<file path="src/rtl/selmsg_pkg.sv">
package selmsg_pkg;

   typedef enum logic [2:0] {
      ST_IDLE,
      ST_ID,
      ST_TMSG,
      ST_TVAL,
      ST_DONE,
      ST_HALT
   } sel_state_e;

   localparam logic [1:0] RC_NONE      = 2'b00;
   localparam logic [1:0] RC_BAD_ID    = 2'b01;
   localparam logic [1:0] RC_BAD_TAG   = 2'b10;
   localparam logic [1:0] RC_ATN_ABORT = 2'b11;

endpackage

</file>
<file path="src/rtl/selmsg_id_chk.sv">
module selmsg_id_chk #(
   parameter int DATA_W      = 8,
   parameter int ID_FLAG_POS = 7
) (
   input  logic [DATA_W-1:0] byte_i,
   output logic              ok_o
);

   generate
      if (ID_FLAG_POS >= DATA_W) begin : g_bad_pos
         $error("selmsg_id_chk: ID_FLAG_POS outside byte");
      end
   endgenerate

   assign ok_o = byte_i[ID_FLAG_POS];

endmodule

</file>
<file path="src/rtl/selmsg_tag_chk.sv">
module selmsg_tag_chk #(
   parameter int DATA_W      = 8,
   parameter int TAG_BASE    = 32,
   parameter int TAG_COUNT   = 3,
   parameter bit MATCH_RANGE = 1'b0
) (
   input  logic [DATA_W-1:0] byte_i,
   output logic              ok_o
);

   localparam int TAG_LAST = TAG_BASE + TAG_COUNT - 1;

   generate
      if (TAG_COUNT < 1 || TAG_LAST >= (1 << DATA_W)) begin : g_bad_set
         $error("selmsg_tag_chk: tag code set does not fit the byte");
      end

      if (MATCH_RANGE) begin : g_range
         // one magnitude compare pair
         assign ok_o = (int'(byte_i) >= TAG_BASE) && (int'(byte_i) <= TAG_LAST);
      end else begin : g_each
         // one equality compare per allowed code
         logic [TAG_COUNT-1:0] hit;
         for (genvar k = 0; k < TAG_COUNT; k++) begin : g_code
            localparam logic [DATA_W-1:0] CODE = DATA_W'(TAG_BASE + k);
            assign hit[k] = (byte_i == CODE);
         end
         assign ok_o = |hit;
      end
   endgenerate

endmodule

</file>
<file path="src/rtl/selmsg_capture.sv">
module selmsg_capture #(
   parameter int DATA_W = 8
) (
   input  logic              clk,
   input  logic              rst_n,
   input  logic              clr_i,
   input  logic              ld_id_i,
   input  logic              ld_msg_i,
   input  logic              ld_val_i,
   input  logic [DATA_W-1:0] byte_i,
   output logic [DATA_W-1:0] ident_o,
   output logic [DATA_W-1:0] tagmsg_o,
   output logic [DATA_W-1:0] tagval_o
);

   always_ff @(posedge clk) begin
      if (!rst_n || clr_i) begin
         ident_o  <= '0;
         tagmsg_o <= '0;
         tagval_o <= '0;
      end else begin
         if (ld_id_i)  ident_o  <= byte_i;
         if (ld_msg_i) tagmsg_o <= byte_i;
         if (ld_val_i) tagval_o <= byte_i;
      end
   end

endmodule

</file>
<file path="src/rtl/selmsg_fsm.sv">
module selmsg_fsm
   import selmsg_pkg::*;
(
   input  logic       clk,
   input  logic       rst_n,
   input  logic       start_i,
   input  logic       in_valid_i,
   input  logic       atn_i,
   input  logic       three_i,
   input  logic       id_ok_i,
   input  logic       tag_ok_i,
   output logic       ready_o,
   output logic       done_o,
   output logic       irq_o,
   output logic [1:0] code_o,
   output logic       ld_id_o,
   output logic       ld_msg_o,
   output logic       ld_val_o
);

   sel_state_e st;
   logic       take;

   assign ready_o  = (st == ST_ID) || (st == ST_TMSG) || (st == ST_TVAL);
   assign take     = in_valid_i && ready_o && !start_i;
   assign ld_id_o  = take && (st == ST_ID);
   assign ld_msg_o = take && (st == ST_TMSG);
   assign ld_val_o = take && (st == ST_TVAL);

   always_ff @(posedge clk) begin
      if (!rst_n) begin
         st     <= ST_IDLE;
         done_o <= 1'b0;
         irq_o  <= 1'b0;
         code_o <= RC_NONE;
      end else begin
         done_o <= 1'b0;
         if (start_i) begin
            st     <= ST_ID;
            irq_o  <= 1'b0;
            code_o <= RC_NONE;
         end else if (take) begin
            case (st)
               ST_ID: begin
                  if (!id_ok_i) begin
                     irq_o  <= 1'b1;
                     code_o <= RC_BAD_ID;
                     st     <= ST_HALT;
                  end else if (three_i) begin
                     st <= ST_TMSG;
                  end else if (atn_i) begin
                     irq_o  <= 1'b1;
                     code_o <= RC_ATN_ABORT;
                     st     <= ST_HALT;
                  end else begin
                     done_o <= 1'b1;
                     st     <= ST_DONE;
                  end
               end
               ST_TMSG: begin
                  if (tag_ok_i) begin
                     st <= ST_TVAL;
                  end else begin
                     irq_o  <= 1'b1;
                     code_o <= RC_BAD_TAG;
                     st     <= ST_HALT;
                  end
               end
               ST_TVAL: begin
                  done_o <= 1'b1;
                  st     <= ST_DONE;
               end
               default: st <= st;
            endcase
         end
      end
   end

endmodule

</file>
<file path="src/rtl/selmsg_seq.sv">
module selmsg_seq #(
   parameter int DATA_W      = 8,
   parameter int ID_FLAG_POS = 7,
   parameter int TAG_BASE    = 32,
   parameter int TAG_COUNT   = 3,
   parameter bit MATCH_RANGE = 1'b0
) (
   input  logic              clk,
   input  logic              rst_n,
   input  logic              start_i,
   input  logic              in_valid_i,
   input  logic [DATA_W-1:0] in_data_i,
   output logic              in_ready_o,
   input  logic              atn_i,
   input  logic              tagq_en_i,
   input  logic              mode2_en_i,
   output logic              done_o,
   output logic              irq_o,
   output logic [1:0]        irq_code_o,
   output logic [DATA_W-1:0] ident_o,
   output logic [DATA_W-1:0] tagmsg_o,
   output logic [DATA_W-1:0] tagval_o
);

   generate
      if (DATA_W < 8) begin : g_bad_width
         $error("selmsg_seq: DATA_W must be at least 8");
      end
   endgenerate

   logic id_ok, tag_ok, three;
   logic ld_id, ld_msg, ld_val;

   assign three = tagq_en_i || mode2_en_i;

   selmsg_id_chk #(
      .DATA_W(DATA_W), .ID_FLAG_POS(ID_FLAG_POS)
   ) u_id (
      .byte_i(in_data_i), .ok_o(id_ok)
   );

   selmsg_tag_chk #(
      .DATA_W(DATA_W), .TAG_BASE(TAG_BASE),
      .TAG_COUNT(TAG_COUNT), .MATCH_RANGE(MATCH_RANGE)
   ) u_tag (
      .byte_i(in_data_i), .ok_o(tag_ok)
   );

   selmsg_fsm u_fsm (
      .clk(clk), .rst_n(rst_n), .start_i(start_i),
      .in_valid_i(in_valid_i), .atn_i(atn_i), .three_i(three),
      .id_ok_i(id_ok), .tag_ok_i(tag_ok),
      .ready_o(in_ready_o), .done_o(done_o), .irq_o(irq_o),
      .code_o(irq_code_o),
      .ld_id_o(ld_id), .ld_msg_o(ld_msg), .ld_val_o(ld_val)
   );

   selmsg_capture #(
      .DATA_W(DATA_W)
   ) u_cap (
      .clk(clk), .rst_n(rst_n), .clr_i(start_i),
      .ld_id_i(ld_id), .ld_msg_i(ld_msg), .ld_val_i(ld_val),
      .byte_i(in_data_i),
      .ident_o(ident_o), .tagmsg_o(tagmsg_o), .tagval_o(tagval_o)
   );

endmodule

</file>
<file path="config.mk">
export PLATFORM = sky130hd
export DESIGN_NAME = selmsg_seq
export DESIGN_NICKNAME = d
export VERILOG_FILES = /design/src/rtl/selmsg_pkg.sv /design/src/rtl/selmsg_id_chk.sv /design/src/rtl/selmsg_tag_chk.sv /design/src/rtl/selmsg_capture.sv /design/src/rtl/selmsg_fsm.sv /design/src/rtl/selmsg_seq.sv
export SDC_FILE = /design/constraint.sdc
export NUM_CORES = 1
export LEC_CHECK = 0
export BUFFER_PORTS_ARGS = -buffer_cell sky130_fd_sc_hd__buf_4
export CORE_MARGIN = 1.5
export CORE_UTILIZATION = 53
export DETAILED_ROUTE_END_ITERATION = 7
export PLACE_DENSITY = 0.83
export SYNTH_ARGS = -nofsm -noshare
export SYNTH_HDL_FRONTEND = slang
export SYNTH_HIERARCHICAL = 1
export SYNTH_SLANG_ARGS = --single-unit
</file>
<file path="constraint.sdc">
create_clock -name clk -period 2.47 [get_ports clk]
set_clock_uncertainty 0.1 [all_clocks]
set_input_delay 0.494 -clock clk [delete_from_list [all_inputs] [get_ports clk]]
set_output_delay 0.494 -clock clk [all_outputs]
set_load 0.05 [all_outputs]
</file>
Word level (Yosys, flattened, before mapping):

Index checks and enable logic that the tools add are counted.

* bits in registers: 31
* input port bits: 15
* output and inout bits: 29
* logic and storage cells: 61

* reduce and logical (&&, ||, !) cells: 21
* equal/unequal tests: 9
* multiplexer cells: 21
* bitwise operators: 2

Operators with widths (number)
* $eq 8x6->1 const B: 3
* $mux 1: 10
* $mux 3: 3
* $pmux 3 s3: 1
* $mux 2: 4
* $eq 3x2->1 const B: 2
* $ne 3x3->1 const B: 2
* $reduce_or 3->1: 2
* $logic_and 1x1->1: 5
* $reduce_and 5->1: 1
* $logic_or 1x1->1: 4
* $pmux 1 s2: 2
* $pmux 2 s2: 1
* $reduce_and 2->1: 2
* $reduce_bool 2->1: 2
* $reduce_bool 4->1: 1
* $eq 3x1->1 const B: 1
* $reduce_bool 3->1: 1
* $logic_not 1->1: 2
* $ne 2x2->1 const B: 1
* $not 1->1: 2
* $reduce_or 2->1: 1

Longest topological paths before layout:

* depth after elaboration: 7
* gate-level depth with buffers: 6
* depth with buffers taken out: 5

Hierarchy:

The synthesis kept the hierarchy.

Modules (own cells, without submodules)
* selmsg_capture: area an instance 948.4 um^2, cells an instance 79, seq. area each 480.5 um^2, times used 1
* selmsg_fsm: area an instance 385.4 um^2, cells an instance 46, seq. area each 140.1 um^2, times used 1
* selmsg_tag_chk: area an instance 20.0 um^2, cells an instance 3, seq. area each 0.0 um^2, times used 1
* selmsg_id_chk: area an instance 7.5 um^2, cells an instance 1, seq. area each 0.0 um^2, times used 1
* selmsg_seq: area an instance 6.3 um^2, cells an instance 1, seq. area each 0.0 um^2, times used 1

Worst setup path before layout:

Ideal clock, no wire load.

* path kind: input to register
* start: input in_valid_i
* end: register u_cap.tagval_o[0]
* data required time: 2.255 ns
* setup slack: 0.730 ns
* setup time: 0.115 ns
* stages on the path: 6
* arrival: 1.525 ns
* path buffers: 1
* path through: nand2b_1 -> or3_4 -> nor3_1 -> buf_4 -> mux2i_1 -> nor2_2

* cells in the longest elaborated chain, start to end: 3

RTL lines
* from (decl): RTL line selmsg_seq.sv:11 `input logic in_valid_i,`
* $logic_and 1x1->1 (2 in series): RTL line selmsg_fsm.sv:25 `assign take = in_valid_i && ready_o && !start_i;`
* $logic_and 1x1->1: RTL line selmsg_fsm.sv:28 `assign ld_val_o = take && (st == ST_TVAL);`
* via ld_val: RTL line selmsg_seq.sv:32 `logic ld_id, ld_msg, ld_val;`
* to (signal assigned): RTL line selmsg_capture.sv:24 `if (ld_val_i) tagval_o <= byte_i;`
* to (decl): RTL line selmsg_capture.sv:13 `output logic [DATA_W-1:0] tagval_o`

The timed path passes the listed nets, and every way through them passes these cells.
A chain may end at the register's enable or synchronous reset.

Worst setup path in the final report:

* start: register u_fsm.st[0]
* end: register u_cap.tagval_o[4]

* cells in the longest elaborated chain, start to end: 6
* elaborated cells between the ends (all ways): 8
* classes of those cells: 3 x eq/ne; 5 x reduce/logical

RTL lines
* from (decl): RTL line selmsg_fsm.sv:21 `sel_state_e st;`
* from (signal assigned): RTL line selmsg_fsm.sv:73 `default: st <= st;`
* $eq 3x1->1 / $eq 3x2->1 (equally long branches): RTL line selmsg_fsm.sv:24 `assign ready_o = (st == ST_ID) || (st == ST_TMSG) || (st == ST_TVAL);`
* $logic_or 1x1->1 (2 in series): RTL line selmsg_fsm.sv:24
* $logic_and 1x1->1 (2 in series): RTL line selmsg_fsm.sv:25
* $logic_and 1x1->1 *: RTL line selmsg_fsm.sv:28
* via ld_val: RTL line selmsg_seq.sv:32

The timed path passes the listed nets; every way through them passes the cells marked *.

==> results.cfg <==
[outcome]
status = complete, no violations

[drt]
drtIter0Drc = 8
routedWlPerCell_um = 13.6
vias = 1071
post-route-drc-count = 0
via_per_inst = 5.20
routed_wl_um = 2810
dr.pass1.iters = 4
drtAntennaViolNets = 0

[cells_and_area]
layoutNonFillerInstCount = 206
area_growth_pct = 26.2
n_antenna_cell = 0
most-common-layout-cells = buf_4 (46), dfxtp_1 (31), mux2i_1 (24)
fin_util = 0.703
drive_gt1_frac = 0.443
mostFrequentLayoutCell = buf_4
postLayoutCellArea_um2 = 1730
final_nets = 191

[pwr]
p_per_area_nw_per_um2 = 511
switchingPower_w = 0.000215
vdd_drop_max_uv = 425
pwr-share-clk = 0.336
swShare = 0.244
internal_power_w = 0.000667
power_frac_comb = 0.090
seq_power_share = 0.574
power.leakage_nw = 0.659

[place]
gp_congestion = 0.802
dp.cells = 199
dp_hpwl_um = 2070
portBuffers = 43
placedInstanceArea_um2 = 1670

[logic_synthesis]
synth-edff-count = 0
ys_seq_elements = 31
ys_warn_count = 6
synthCells = 130
syn_avg_cell_area_um2 = 10.5
synthFlopType = dfxtp_1
async_flop_share = 0
syn_nets = 145
seq_area_frac_synth = 0.454
yosys.cell_types.count = 28
syn_area_um2 = 1370

[sta]
tns_ns = 0
worst_pin_slew_ns = 0.464
finalCritPeriodShare = 0.762
rsz0062_at_grt = no
slew_headroom = 0.688
maxSlewViolCount = 0
fmax_ghz = 0.532
hold_violations = 0
min_period_ns = 1.88
finalSetupViolations = 0

[worst_setup_path]
cp_data_arrival_time_ns = 2.00
crit_chain = nor2_1, or3_4, nor3_1, buf_4, mux2i_1, nor2_2
crit_path_max_fanout = 8
r2r-end = u_cap/tagval_o[4]
ff2ff_setup_slack_ns = 0.59
r2r_start = u_fsm/st[0]
start_kind = flip-flop
critPathKind = flip-flop to flip-flop
cp-end-kind = flip-flop
r2r_cells = 6
slowest_delay_ns = 0.47
required_ns = 2.59
critPathSlowestCell = dfxtp_1

[clock_tree]
clkTransAtPathRegs_ns = 0.10
cts_sinks = 31
ctsResizeCount = 0
cts_buffers = 5
cts_tree = done
cts_setup_buffers = 0
cts_root_buf = clkbuf_4
clk_latency_ns = 0.33
h-tree-depth = 2
clockBufferDepth = 2
holdBufCountCts = 0

[hold_path]
hold_end = u_cap/tagval_o[5]
holdCritPathClass = input pin to flip-flop
whs_path_depth = 3
worstHoldStart = in_data_i[5]

[floorplan]
die-area_um2 = 2890
fp.coreArea_um2 = 2450
die_w_um = 53.8
initial_core_util = 0.557
rows = 18
ioPinCount = 44
dieHeight_um = 53.8

[job]
maxCapViolCount = 0

[global_routing]
grt_start_max_net_pins = 25
antenna_found_initial = 0
overflow = 0
grt_pass1_wl_um = 4550
grt_pass1_vias = 1044
grt_usage = 0.222
## cells by family (layout without fill, tap and decap cells)
| logic type | after synthesis | after routing | share of synthesized area |
|---|---|---|---|
| buffers and inverters | 10 | 56 | 0.0677 |
| multiplexers | 24 | 24 | 0.176 |
| AND/OR/NAND/NOR | 53 | 53 | 0.236 |
| AO/OA/AOI/OAI | 12 | 12 | 0.0668 |
| flip-flops | 31 | 31 | 0.454 |
## cell type report
type | instances | area [um^2]
fill | 193 | 729
multi-input combinational | 89 | 654
sequential | 31 | 621
timing repair buffer | 46 | 345
clock buffer | 6 | 51.3
tap | 30 | 37.5
inverter | 3 | 11.3
clock inverter | 1 | 5.00
## metrics by stage
step                      power (W)  setup slack [ns]  hold slack, ns
after floorplan            0.000571             0.730           0.405
after global placement     0.000594             0.562           0.340
after detailed placement   0.000597             0.490           0.349
after CTS                  0.000889             0.591           0.317
after global routing       0.000914             0.475           0.330
final                      0.000882             0.589           0.325
## power by group through the flow
stage | registers [W] | clock network [W] | logic, W
after floorplan | 0.000520 | 0 | 0.0000512
after global placement | 0.000517 | 0 | 0.0000772
after detailed placement | 0.000518 | 0 | 0.0000797
after CTS | 0.000506 | 0.000304 | 0.0000798
after global routing | 0.000506 | 0.000321 | 0.0000865
final | 0.000506 | 0.000296 | 0.0000796
## metal layers
| metal | wire length, um | up-vias | global-route usage |
|---|---|---|---|
| li1 | - | 532 | - |
| met1 | 1210 | 497 | 0.240 |
| met2 | 1390 | 34 | 0.386 |
| met3 | 159 | 8 | 0.0694 |
| met4 | 51 | 0 | 0.115 |
| met5 | 0 | - | 0 |
## state kept, by name, indices dropped and copies added (netlist names)
| register | flops |
|---|---|
| u_fsm/done_o | 1 |
| u_fsm/irq_o | 1 |
| u_fsm/st | 3 |
| u_cap/tagmsg_o | 8 |
| u_cap/tagval_o | 8 |
| u_cap/ident_o | 8 |
| u_fsm/code_o | 2 |
## worst max-delay path, delay by kind of cell (launching register included)
kind                   cells  cell delay, ns
buffers and inverters      1            0.22
muxes                      1            0.25
DFF                        1            0.47
and+or+nand+nor            4            0.73
## Yosys cell counts, types with 2 or more instances
library cell,number,area [um^2]
a211oi_1,2,15.0
inv_1,3,11.3
a21oi_1,4,20.0
nor3_1,4,20.0
mux2i_1,24,240
nor2_1,12,45.0
nor2_2,20,125
nor3b_1,3,22.5
dfxtp_1,31,621
nand2b_1,5,31.3
buf_12,2,40.0
buf_4,4,30.0
## how the worst max path moves through the flow
| stage | startpoint | endpoint | slack [ns] | depth (start not counted) |
|---|---|---|---|---|
| CTS | u_fsm/st[0] | u_cap/tagval_o[4] | 0.59 | 6 |
| floorplan | in_valid_i | u_cap/tagval_o[0] | 0.73 | 6 |
| finish | u_fsm/st[0] | u_cap/tagval_o[4] | 0.59 | 6 |
| global route | u_fsm/st[1] | u_cap/tagval_o[1] | 0.47 | 6 |
| global placement | in_valid_i | u_cap/tagval_o[4] | 0.56 | 7 |
| detailed placement | in_valid_i | u_cap/tagval_o[4] | 0.49 | 7 |
Note: power is estimated with default switching activity, not from simulation.
